===== config.mk =====
export PLATFORM = sky130hd
export DESIGN_NAME = gpio_mask_port
export DESIGN_NICKNAME = d
export VERILOG_FILES = /design/src/rtl/gpio_mask_port.sv
export SDC_FILE = /design/constraint.sdc
export NUM_CORES = 1
export LEC_CHECK = 0
export BUFFER_PORTS_ARGS = -buffer_cell sky130_fd_sc_hd__buf_2
export CAP_MARGIN = 40
export CORE_MARGIN = 4
export CORE_UTILIZATION = 51
export DETAILED_ROUTE_END_ITERATION = 6
export PLACE_DENSITY = 0.9
export SYNTH_ARGS = -nofsm -noshare
export SYNTH_HDL_FRONTEND = slang
export SYNTH_SLANG_ARGS = --single-unit

===== constraint.sdc =====
create_clock -name clk -period 3.34 [get_ports clk]
set_input_delay 0.501 -clock clk [delete_from_list [all_inputs] [get_ports clk]]
set_output_delay 0.501 -clock clk [all_outputs]
set_load 0.01 [all_outputs]

===== src/rtl/gpio_mask_port.sv =====
module gpio_mask_port #(
  parameter int          LINES      = 8,
  parameter int          ADDR_W     = 12,
  parameter logic [11:0] DIR_OFFSET = 12'h400
) (
  input  logic              clk,
  input  logic              rst_n,
  input  logic [ADDR_W-1:0] bus_addr,
  input  logic              bus_wr,
  input  logic [LINES-1:0]  bus_wdata,
  output logic [LINES-1:0]  bus_rdata,
  input  logic [LINES-1:0]  pin_in,
  output logic [LINES-1:0]  pin_out,
  output logic [LINES-1:0]  pin_oe
);
  localparam int MASK_LO = 2;
  localparam int MASK_HI = MASK_LO + LINES - 1;

  logic [LINES-1:0] dir_q, out_q, sync_a, sync_b;
  logic [LINES-1:0] sel, line_val;
  logic             in_data, in_dir;

  assign in_data  = (bus_addr[ADDR_W-1:MASK_HI+1] == '0);
  assign in_dir   = (bus_addr == ADDR_W'(DIR_OFFSET));
  assign sel      = bus_addr[MASK_HI:MASK_LO];
  assign line_val = (dir_q & out_q) | (~dir_q & sync_b);

  always_ff @(posedge clk) begin
    if (!rst_n) begin
      dir_q  <= '0;
      out_q  <= '0;
      sync_a <= '0;
      sync_b <= '0;
    end else begin
      sync_a <= pin_in;
      sync_b <= sync_a;
      if (bus_wr && in_dir)
        dir_q <= bus_wdata;
      if (bus_wr && in_data)
        out_q <= (out_q & ~(sel & dir_q)) | (bus_wdata & sel & dir_q);
    end
  end

  always_comb begin
    bus_rdata = '0;
    if (in_data)
      bus_rdata = line_val & sel;
    else if (in_dir)
      bus_rdata = dir_q;
  end

  assign pin_out = out_q & dir_q;
  assign pin_oe  = dir_q;
endmodule



After elaboration in Yosys (flattened, before gate mapping)
Cells that the tools add are included.
{"block": "op_classes", "n_eq_ne": 1, "n_bitwise": 11, "div_mod_pow": 0, "shift": 0, "n_mul": 0, "order_cmp": 0, "reduce_logical": 3, "add_sub_neg": 0, "n_mux": 2}
{"op": "$and 8x8->8", "count": 7}
{"op": "$mux 8", "count": 2}
{"op": "$not 8->8", "count": 2}
{"op": "$or 8x8->8", "count": 2}
{"op": "$eq 12x11->1 const B", "count": 1}
{"op": "$logic_and 1x1->1", "count": 2}
{"op": "$logic_not 2->1", "count": 1}
{"block": "totals", "regBits": 32, "elab_cells": 21, "mem_count": 0, "latchBits": 0, "in_bits": 31, "out_inout_bits": 24, "ram_bits": 0, "rom_bits": 0}

Longest topological paths before layout
Gate-level depths: netlist of run 1.
{"block": "logic_depth", "ltp_word": 5, "mapped_depth": 4, "depth_no_buf": 3}

Least setup slack after synthesis of run 1
No wires, ideal clock.
{"block": "synth_path", "kind": "input port to output port", "startpoint": "in bus_addr[11]", "endpoint": "out bus_rdata[0]", "arrival_ps": 1785, "path_stages": 3, "t_required_ps": 2839, "path_buffers": 0, "setup_slack_ps": 1054, "path_cell_list": "or4_1 -> nor3_1 -> a32o_1"}
{"block": "synth_between", "elab_chain_len": 3, "word_cells_on_any_way": 4, "cone_classes": "eq/ne: 1; mux: 2; reduce/logical: 1"}
{"item": "start, declared", "line": "8", "source": "input logic [ADDR_W-1:0] bus_addr,"}
{"item": "$eq 12x11->1", "line": "24", "source": "assign in_dir = (bus_addr == ADDR_W'(DIR_OFFSET));"}
{"item": "$mux 8", "line": "48", "source": "else if (in_dir)"}
{"item": "$mux 8 (*)", "line": "46", "source": "if (in_data)"}
{"item": "end, declared", "line": "11", "source": "output logic [LINES-1:0] bus_rdata,"}
Every way passes the cells marked *; elsewhere a longest branch is shown, timed or not.

Final worst setup path of run 1
{"block": "layout_path", "startpoint": "in bus_addr[11]", "endpoint": "out bus_rdata[7]"}
The elaborated chain is that of the path after synthesis.

==> results of run 1 <==
-- layout by cell type, fill, tap and decap left out --
cell type / instances
sky130_fd_sc_hd__buf_2: 55
sky130_fd_sc_hd__dfxtp_1: 32
sky130_fd_sc_hd__o21ai_0: 8
sky130_fd_sc_hd__mux2i_1: 8
sky130_fd_sc_hd__and2_1: 24
sky130_fd_sc_hd__inv_1: 1
sky130_fd_sc_hd__nor4_4: 1
sky130_fd_sc_hd__or4b_4: 1
sky130_fd_sc_hd__or4_4: 1
sky130_fd_sc_hd__or4_1: 1
sky130_fd_sc_hd__or3_1: 1
sky130_fd_sc_hd__nand4_1: 8
sky130_fd_sc_hd__clkbuf_1: 2
sky130_fd_sc_hd__a21boi_0: 8
sky130_fd_sc_hd__mux2_2: 7
sky130_fd_sc_hd__clkbuf_4: 5
sky130_fd_sc_hd__buf_4: 1
sky130_fd_sc_hd__clkbuf_8: 1
sky130_fd_sc_hd__a31oi_1: 2
sky130_fd_sc_hd__nor3b_1: 1
sky130_fd_sc_hd__nor2_1: 1
sky130_fd_sc_hd__or3b_2: 1
sky130_fd_sc_hd__nor3_1: 1
sky130_fd_sc_hd__a32o_1: 7
sky130_fd_sc_hd__nand2_1: 24
sky130_fd_sc_hd__nand3_1: 1
-- how the worst max path moves through the flow --
stage	end	depth (start not counted)	slack (ns)
after floorplan	bus_rdata[0]	3	1.05
after global placement	bus_rdata[7]	6	0.80
after detailed placement	bus_rdata[5]	6	0.69
after CTS	bus_rdata[5]	6	0.69
after global routing	bus_rdata[7]	6	0.58
final	bus_rdata[7]	6	0.67
-- worst reg2reg max path: cells and delay by family (launching register included) --
kind | cells | cell delay (ns)
DFF | 1 | 0.43
AOI/OAI and AO/OA | 2 | 0.30
and+or+nand+nor | 1 | 0.08
-- registers in the layout (all words and copies together) (netlist names) --
signal / flops
sync_b: 8
sync_a: 8
pin_oe: 8
out_q: 8
-- layout make-up --
class / instances / share of cell area, %
inverter: 1 / 0.215
timing repair buffer: 56 / 16.2
clock buffer: 8 / 3.37
tap: 30 / 2.15
sequential: 32 / 36.7
multi-input combinational: 106 / 41.4
-- routing by layer --
layer  up-vias  share of wire (%)  GRT usage [%]
li1        637                  -              -
met5         -                  0              0
met4         0                2.6           10.8
met3        12                7.5           6.91
met1       602                 39           23.8
met2        50                 51           34.0
-- power breakdown --
| group | switching [mW] | internal [mW] |
|---|---|---|
| Combinational | 0.0284 | 0.0254 |
| Sequential | 0.00194 | 0.390 |
| Clock | 0.125 | 0.104 |
-- cell families after synthesis --
family | after synthesis
flops | 32
buf+inv | 6
simple gates | 66
compound gates | 25
mux | 15
-- through the flow --
step / area [sq um] / hold slack [ns] / setup slack (ns)
floorplan: 1390 / 0.412 / 1.05
global placement: 1680 / 0.415 / 0.799
detailed placement: 1690 / 0.419 / 0.688
CTS: 1750 / 0.360 / 0.686
global route: 1750 / 0.363 / 0.580
finish: 1750 / 0.370 / 0.670
==> metrics.txt, run 1 <==
# TYPE chip_impl_metric gauge
chip_impl_metric{name="dp_hpwl",unit="mm"} 2.57
chip_impl_metric{name="dieHeight",unit="um"} 60.1
chip_impl_metric{name="count_of_synthesis_stage_warnings_from_yosys",unit=""} 0
chip_impl_info{name="critical_path.reg2reg.endpoint",value="out_q[7]$_SDFFE_PN0P_"} 1
chip_impl_metric{name="worst_r2r_path_depth",unit=""} 3
chip_impl_info{name="post_synth_main_area_contributors",value="sky130_fd_sc_hd__dfxtp_1 46%, sky130_fd_sc_hd__and2_1 11%, sky130_fd_sc_hd__nand2_1 6.5%"} 1
chip_impl_metric{name="synthArstFlopShare",unit="%"} 0
chip_impl_metric{name="synth-simple-area-share",unit="%"} 27.5
chip_impl_metric{name="post_cts.resized_instances",unit=""} 0
chip_impl_metric{name="finalNonFillerCells",unit=""} 233
chip_impl_info{name="main_combinational_cell_family_by_area_after_synthesis",value="simple AND/OR/NAND/NOR gates"} 1
chip_impl_metric{name="synth_xor_area_share",unit="%"} 0
chip_impl_info{name="critPathMostFrequentCell",value="sky130_fd_sc_hd__buf_2"} 1
chip_impl_metric{name="fin_util",unit="%"} 69.2
chip_impl_metric{name="synth_area",unit="sq um"} 1390
chip_impl_metric{name="ys_ff_latch",unit=""} 32
chip_impl_metric{name="ant_nets",unit=""} 0
chip_impl_metric{name="syn_area_per_cell",unit="sq um"} 9.62
chip_impl_metric{name="route.final.wire_length",unit="mm"} 3.43
chip_impl_info{name="rsz_0062_raised_after_global_routing",value="no"} 1
chip_impl_metric{name="worst-endpoint-required",unit="ns"} 2.84
chip_impl_metric{name="grt_antenna_before_repair",unit=""} 0
chip_impl_metric{name="synth_enable_flop_cells",unit=""} 0
chip_impl_metric{name="grt_pass1_vias",unit=""} 1260
chip_impl_metric{name="io-pin-count",unit=""} 55
chip_impl_metric{name="critPathBufInv",unit=""} 3
chip_impl_metric{name="netlist-cell-type-count",unit=""} 22
chip_impl_metric{name="max_clock_freq",unit="MHz"} 375
chip_impl_metric{name="n_fill_cell",unit=""} 211
chip_impl_info{name="synth_most_common_cell",value="sky130_fd_sc_hd__dfxtp_1"} 1
chip_impl_metric{name="timing_worst_slew_pin_value",unit="ns"} 0.750
chip_impl_metric{name="drt_drc",unit=""} 0
chip_impl_metric{name="gp_congestion",unit=""} 0.866
chip_impl_metric{name="final-setup-viol-count",unit=""} 0
chip_impl_metric{name="post_route_cells_drive_above_1_share",unit="%"} 36.0
chip_impl_metric{name="placed_cells_incl_taps",unit=""} 225
chip_impl_metric{name="synth_compound_gate_area_share",unit="%"} 13.2
chip_impl_info{name="synth_top_area_cell",value="sky130_fd_sc_hd__dfxtp_1"} 1
chip_impl_metric{name="peakVddDrop",unit="uV"} 298
chip_impl_info{name="cts_tree",value="built"} 1
chip_impl_metric{name="post-synth-top-area-fraction",unit="%"} 46.3
chip_impl_metric{name="worst_setup_hold_path_clk_slew",unit="ns"} 0.09
chip_impl_metric{name="fp.dieArea",unit="sq um"} 3610
chip_impl_metric{name="clock_latency",unit="ns"} 0.33
chip_impl_metric{name="final-max-slew-violation-count",unit=""} 0
chip_impl_metric{name="grt_max_degree",unit=""} 41
chip_impl_metric{name="share_of_the_cycle_needed_by_the_critical_path_after_routing",unit="%"} 79.9
chip_impl_metric{name="grt_use_total",unit="%"} 20.7
chip_impl_metric{name="cts_num_sinks",unit=""} 32
chip_impl_metric{name="routed-via-count",unit=""} 1301
chip_impl_metric{name="path_max_fanout",unit=""} 4
chip_impl_info{name="synth_top_cells_by_count",value="32 x sky130_fd_sc_hd__dfxtp_1, 24 x sky130_fd_sc_hd__and2_1, 24 x sky130_fd_sc_hd__nand2_1"} 1
chip_impl_metric{name="final-seq-area",unit="sq um"} 641
chip_impl_metric{name="drv_cap",unit=""} 0
chip_impl_metric{name="period_needed",unit="ns"} 2.67
chip_impl_metric{name="synth_fa_ha_area_share",unit="%"} 0
chip_impl_metric{name="slowest_delay",unit="ns"} 0.61
chip_impl_metric{name="num-nets-final",unit=""} 233
chip_impl_info{name="clock_tree.root_cell",value="sky130_fd_sc_hd__clkbuf_4"} 1
chip_impl_metric{name="maximum_buffer_depth_of_the_clock_tree",unit=""} 2
chip_impl_info{name="min_to",value="sync_a[3]$_SDFF_PN0_"} 1
chip_impl_metric{name="post_cts.repair.setup_buffers",unit=""} 0
chip_impl_metric{name="pwrdens",unit="nW/um^2"} 387
chip_impl_info{name="synth_flop_cell",value="sky130_fd_sc_hd__dfxtp_1"} 1
chip_impl_metric{name="routedWlPerCell",unit="um"} 14.7
chip_impl_metric{name="first_pass_grt_wire_length",unit="mm"} 5.53
chip_impl_metric{name="synth.area.mux_share",unit="%"} 11.5
chip_impl_metric{name="report.final.hold_viol_count",unit=""} 0
chip_impl_metric{name="syn-num-nets",unit=""} 175
chip_impl_metric{name="leakage",unit="nW"} 0.758
chip_impl_info{name="hold_start",value="pin_in[3]"} 1
chip_impl_metric{name="synth_instances",unit=""} 144
chip_impl_metric{name="drt_first_pass_iters",unit=""} 4
chip_impl_metric{name="placement.io_buffers",unit=""} 54
chip_impl_info{name="timing.setup.critical_path_class",value="in2out"} 1
chip_impl_metric{name="grt_overflow",unit=""} 0
chip_impl_metric{name="coreArea",unit="sq um"} 2520
chip_impl_info{name="crit-reg2reg-launch",value="pin_oe[7]$_SDFFE_PN0P_"} 1
chip_impl_info{name="crit_path_start",value="bus_addr[11]"} 1
chip_impl_metric{name="design_power_total",unit="uW"} 675
chip_impl_metric{name="num_rows",unit=""} 18
chip_impl_metric{name="worst_hold_path.num_cells",unit=""} 2
chip_impl_info{name="cpMaxStageDelayCell",value="sky130_fd_sc_hd__or4_1"} 1
chip_impl_metric{name="multi_input_area",unit="sq um"} 722
chip_impl_info{name="cp-start-kind",value="input pin"} 1
chip_impl_metric{name="holdBufCountCts",unit=""} 0
chip_impl_metric{name="drt_iter0_drc",unit=""} 35
chip_impl_metric{name="num_antenna_cells",unit=""} 0
chip_impl_metric{name="fp.dieW",unit="um"} 60.1
chip_impl_metric{name="timing.clock.skew",unit="ns"} 0.0167
chip_impl_metric{name="slew-limit-headroom",unit="%"} 49.6
chip_impl_metric{name="route.detailed.vias_per_inst",unit=""} 5.58
chip_impl_metric{name="fin_setup_tns",unit="ns"} 0
chip_impl_info{name="critical_path.cell_chain",value="buf_2, or4_1, nor3_1, buf_4, a32o_1, buf_2"} 1
chip_impl_metric{name="cts_buf_count",unit=""} 5
chip_impl_metric{name="syn2layout_area_growth",unit="%"} 26.0
chip_impl_info{name="path_delay_family",value="simple AND/OR/NAND/NOR gates"} 1
chip_impl_metric{name="floorplan.initialDensity",unit="%"} 54.9
chip_impl_metric{name="seq_area_frac_synth",unit="%"} 46.3
chip_impl_metric{name="h-tree-depth",unit=""} 2
chip_impl_info{name="crit_end_element",value="output port"} 1
chip_impl_metric{name="cp.arrival",unit="ns"} 2.17
chip_impl_info{name="status",value="complete, no violations"} 1
chip_impl_metric{name="rrSetupSlack",unit="ns"} 2.41
chip_impl_info{name="worstHoldPathType",value="in2reg"} 1
Note: power is estimated with default switching activity, not from simulation.
==> run 2: changes to the inputs <==
Settings changed: CORE_UTILIZATION 51 to 43, PLACE_DENSITY 0.9 to 0.82.
Clock period 3.34 ns to 2.3 ns, I/O delays scaled along.
==> run 2 against run 1 <==
Clock-buffer cell count is 3 lower. Clock skew is 0.0040 ns lower. Core utilization is 12 points lower. Critical endpoint is now bus_rdata[4]. Largest power group unchanged. Highest routed layer unchanged.
==> metrics.txt, run 2 (synthesized netlist as in run 1, its figures left out) <==
# TYPE chip_impl_metric gauge
chip_impl_metric{name="routedWlPerCell",unit="um"} 12.9
chip_impl_metric{name="drv_cap",unit=""} 0
chip_impl_info{name="timing.setup.critical_path_class",value="in2out"} 1
chip_impl_info{name="crit-reg2reg-launch",value="pin_oe[1]$_SDFFE_PN0P_"} 1
chip_impl_metric{name="clock_latency",unit="ns"} 0.32
chip_impl_info{name="cp-start-kind",value="input pin"} 1
chip_impl_metric{name="post_cts.resized_instances",unit=""} 0
chip_impl_metric{name="ant_nets",unit=""} 0
chip_impl_metric{name="io-pin-count",unit=""} 55
chip_impl_metric{name="fin_util",unit="%"} 57.4
chip_impl_info{name="final_common_cell",value="sky130_fd_sc_hd__buf_2"} 1
chip_impl_metric{name="coreArea",unit="sq um"} 3080
chip_impl_info{name="critPathMostFrequentCell",value="sky130_fd_sc_hd__buf_2"} 1
chip_impl_metric{name="syn2layout_area_growth",unit="%"} 27.6
chip_impl_metric{name="post_route_cells_drive_above_1_share",unit="%"} 36.9
chip_impl_info{name="critical_path.cell_chain",value="buf_2, or4_1, nor3_1, buf_4, a32o_1, buf_2"} 1
chip_impl_info{name="cts_tree",value="built"} 1
chip_impl_metric{name="multi_input_area",unit="sq um"} 722
chip_impl_metric{name="n_fill_cell",unit=""} 301
chip_impl_info{name="layout.cells.most_common_list",value="54 x sky130_fd_sc_hd__buf_2, 32 x sky130_fd_sc_hd__dfxtp_1, 24 x sky130_fd_sc_hd__and2_1, 24 x sky130_fd_sc_hd__nand2_1"} 1
chip_impl_metric{name="grt_use_total",unit="%"} 15.7
chip_impl_metric{name="maximum_buffer_depth_of_the_clock_tree",unit=""} 2
chip_impl_metric{name="route.detailed.vias_per_inst",unit=""} 5.02
chip_impl_metric{name="dieHeight",unit="um"} 64.8
chip_impl_metric{name="placement.io_buffers",unit=""} 54
chip_impl_metric{name="cp.arrival",unit="ns"} 1.76
chip_impl_metric{name="fin_setup_tns",unit="ns"} 0
chip_impl_info{name="status",value="complete, no violations"} 1
chip_impl_metric{name="drt_drc",unit=""} 0
chip_impl_metric{name="drt_iter0_drc",unit=""} 50
chip_impl_metric{name="rrSetupSlack",unit="ns"} 1.44
chip_impl_metric{name="num_antenna_cells",unit=""} 0
chip_impl_info{name="rsz_0062_raised_after_global_routing",value="no"} 1
chip_impl_info{name="cpMaxStageDelayCell",value="sky130_fd_sc_hd__or4_1"} 1
chip_impl_metric{name="share_of_the_cycle_needed_by_the_critical_path_after_routing",unit="%"} 91.3
chip_impl_metric{name="h-tree-depth",unit=""} 2
chip_impl_metric{name="grt_max_degree",unit=""} 41
chip_impl_metric{name="route.final.wire_length",unit="mm"} 3.18
chip_impl_metric{name="cts_num_sinks",unit=""} 32
chip_impl_metric{name="grt_antenna_before_repair",unit=""} 0
chip_impl_metric{name="drt_first_pass_iters",unit=""} 4
chip_impl_metric{name="worst_hold_path.num_cells",unit=""} 2
chip_impl_info{name="worstHoldPathType",value="in2reg"} 1
chip_impl_metric{name="floorplan.initialDensity",unit="%"} 45.0
chip_impl_metric{name="final-setup-viol-count",unit=""} 0
chip_impl_info{name="critical_path.endpoint",value="bus_rdata[4]"} 1
chip_impl_metric{name="worst-endpoint-required",unit="ns"} 1.96
chip_impl_metric{name="grt_pass1_vias",unit=""} 1158
chip_impl_metric{name="dp_hpwl",unit="mm"} 2.39
chip_impl_metric{name="slew-limit-headroom",unit="%"} 62.4
chip_impl_metric{name="timing.clock.skew",unit="ns"} 0.0127
chip_impl_info{name="crit_end_element",value="output port"} 1
chip_impl_metric{name="report.final.hold_viol_count",unit=""} 0
chip_impl_metric{name="pwrdens",unit="nW/um^2"} 516
chip_impl_info{name="clock_tree.root_cell",value="sky130_fd_sc_hd__clkbuf_4"} 1
chip_impl_metric{name="leakage",unit="nW"} 0.765
chip_impl_metric{name="num-nets-final",unit=""} 236
chip_impl_metric{name="max_clock_freq",unit="MHz"} 476
chip_impl_metric{name="slowest_delay",unit="ns"} 0.62
chip_impl_info{name="critical_path.reg2reg.endpoint",value="out_q[1]$_SDFFE_PN0P_"} 1
chip_impl_metric{name="holdBufCountCts",unit=""} 0
chip_impl_metric{name="grt_overflow",unit=""} 0
chip_impl_info{name="crit_path_start",value="bus_addr[11]"} 1
chip_impl_metric{name="final-max-slew-violation-count",unit=""} 0
chip_impl_metric{name="timing_worst_slew_pin_value",unit="ns"} 0.564
chip_impl_metric{name="gp_congestion",unit=""} 0.809
chip_impl_metric{name="routed-via-count",unit=""} 1240
chip_impl_metric{name="path_max_fanout",unit=""} 4
chip_impl_metric{name="worst_r2r_path_depth",unit=""} 3
chip_impl_metric{name="peakVddDrop",unit="uV"} 299
chip_impl_metric{name="cts_buf_count",unit=""} 5
chip_impl_metric{name="first_pass_grt_wire_length",unit="mm"} 5.12
chip_impl_metric{name="num_rows",unit=""} 20
chip_impl_metric{name="fp.dieW",unit="um"} 64.8
chip_impl_metric{name="final-seq-area",unit="sq um"} 641
chip_impl_metric{name="worst_setup_hold_path_clk_slew",unit="ns"} 0.08
chip_impl_metric{name="period_needed",unit="ns"} 2.10
chip_impl_metric{name="post_cts.repair.setup_buffers",unit=""} 0
chip_impl_metric{name="fp.dieArea",unit="sq um"} 4190
## run 2: cell type report
cell class | instances | area share [%]
sequential | 32 | 36.3
clock buffer | 5 | 2.12
multi-input combinational | 106 | 40.9
tap | 44 | 3.12
timing repair buffer | 59 | 17.4
inverter | 1 | 0.212
## run 2: stage by stage
stage / cell area [sq um] / power (mW) / instances / setup slack [ns] / hold WS [ns]
6_report: 1770 / 0.911 / 247 / 0.199 / 0.226
5_1_grt: 1770 / 0.955 / 247 / 0.139 / 0.217
3_3_place_gp: 1730 / 0.660 / 242 / 0.234 / 0.414
3_5_place_dp: 1730 / 0.662 / 242 / 0.215 / 0.424
2_1_floorplan: 1390 / 0.616 / 144 / 0.326 / 0.412
4_1_cts: 1770 / 0.925 / 247 / 0.201 / 0.213
## run 2: how the worst min path moves through the flow
| stage | to | from | slack [ns] |
|---|---|---|---|
| after floorplan | sync_b[0]$_SDFF_PN0_ | sync_a[0]$_SDFF_PN0_ | 0.41 |
| after global placement | sync_b[7]$_SDFF_PN0_ | sync_a[7]$_SDFF_PN0_ | 0.41 |
| after global routing | sync_a[2]$_SDFF_PN0_ | pin_in[2] | 0.22 |
| after CTS | sync_a[3]$_SDFF_PN0_ | pin_in[3] | 0.21 |
| final | sync_a[3]$_SDFF_PN0_ | pin_in[3] | 0.23 |
| after detailed placement | sync_b[5]$_SDFF_PN0_ | sync_a[5]$_SDFF_PN0_ | 0.42 |
## run 2: report_power, final
group | internal [mW] | switching (mW)
clock network | 0.102 | 0.160
registers | 0.566 | 0.00291
logic | 0.0384 | 0.0410
total | 0.707 | 0.204
## run 2: critical path: cells and delay by family
family          cells  cell delay [ns]
simple gates        2             0.86
buf+inv             3             0.42
compound gates      1             0.13
## run 2: layer usage
metal / global-route usage (%) / vias up / share of wire (%)
met1: 19.3 / 564 / 45
met4: 5.80 / 0 / 0.97
met5: 0 / - / 0
li1: - / 633 / -
met2: 25.3 / 40 / 46
met3: 5.20 / 3 / 7.9
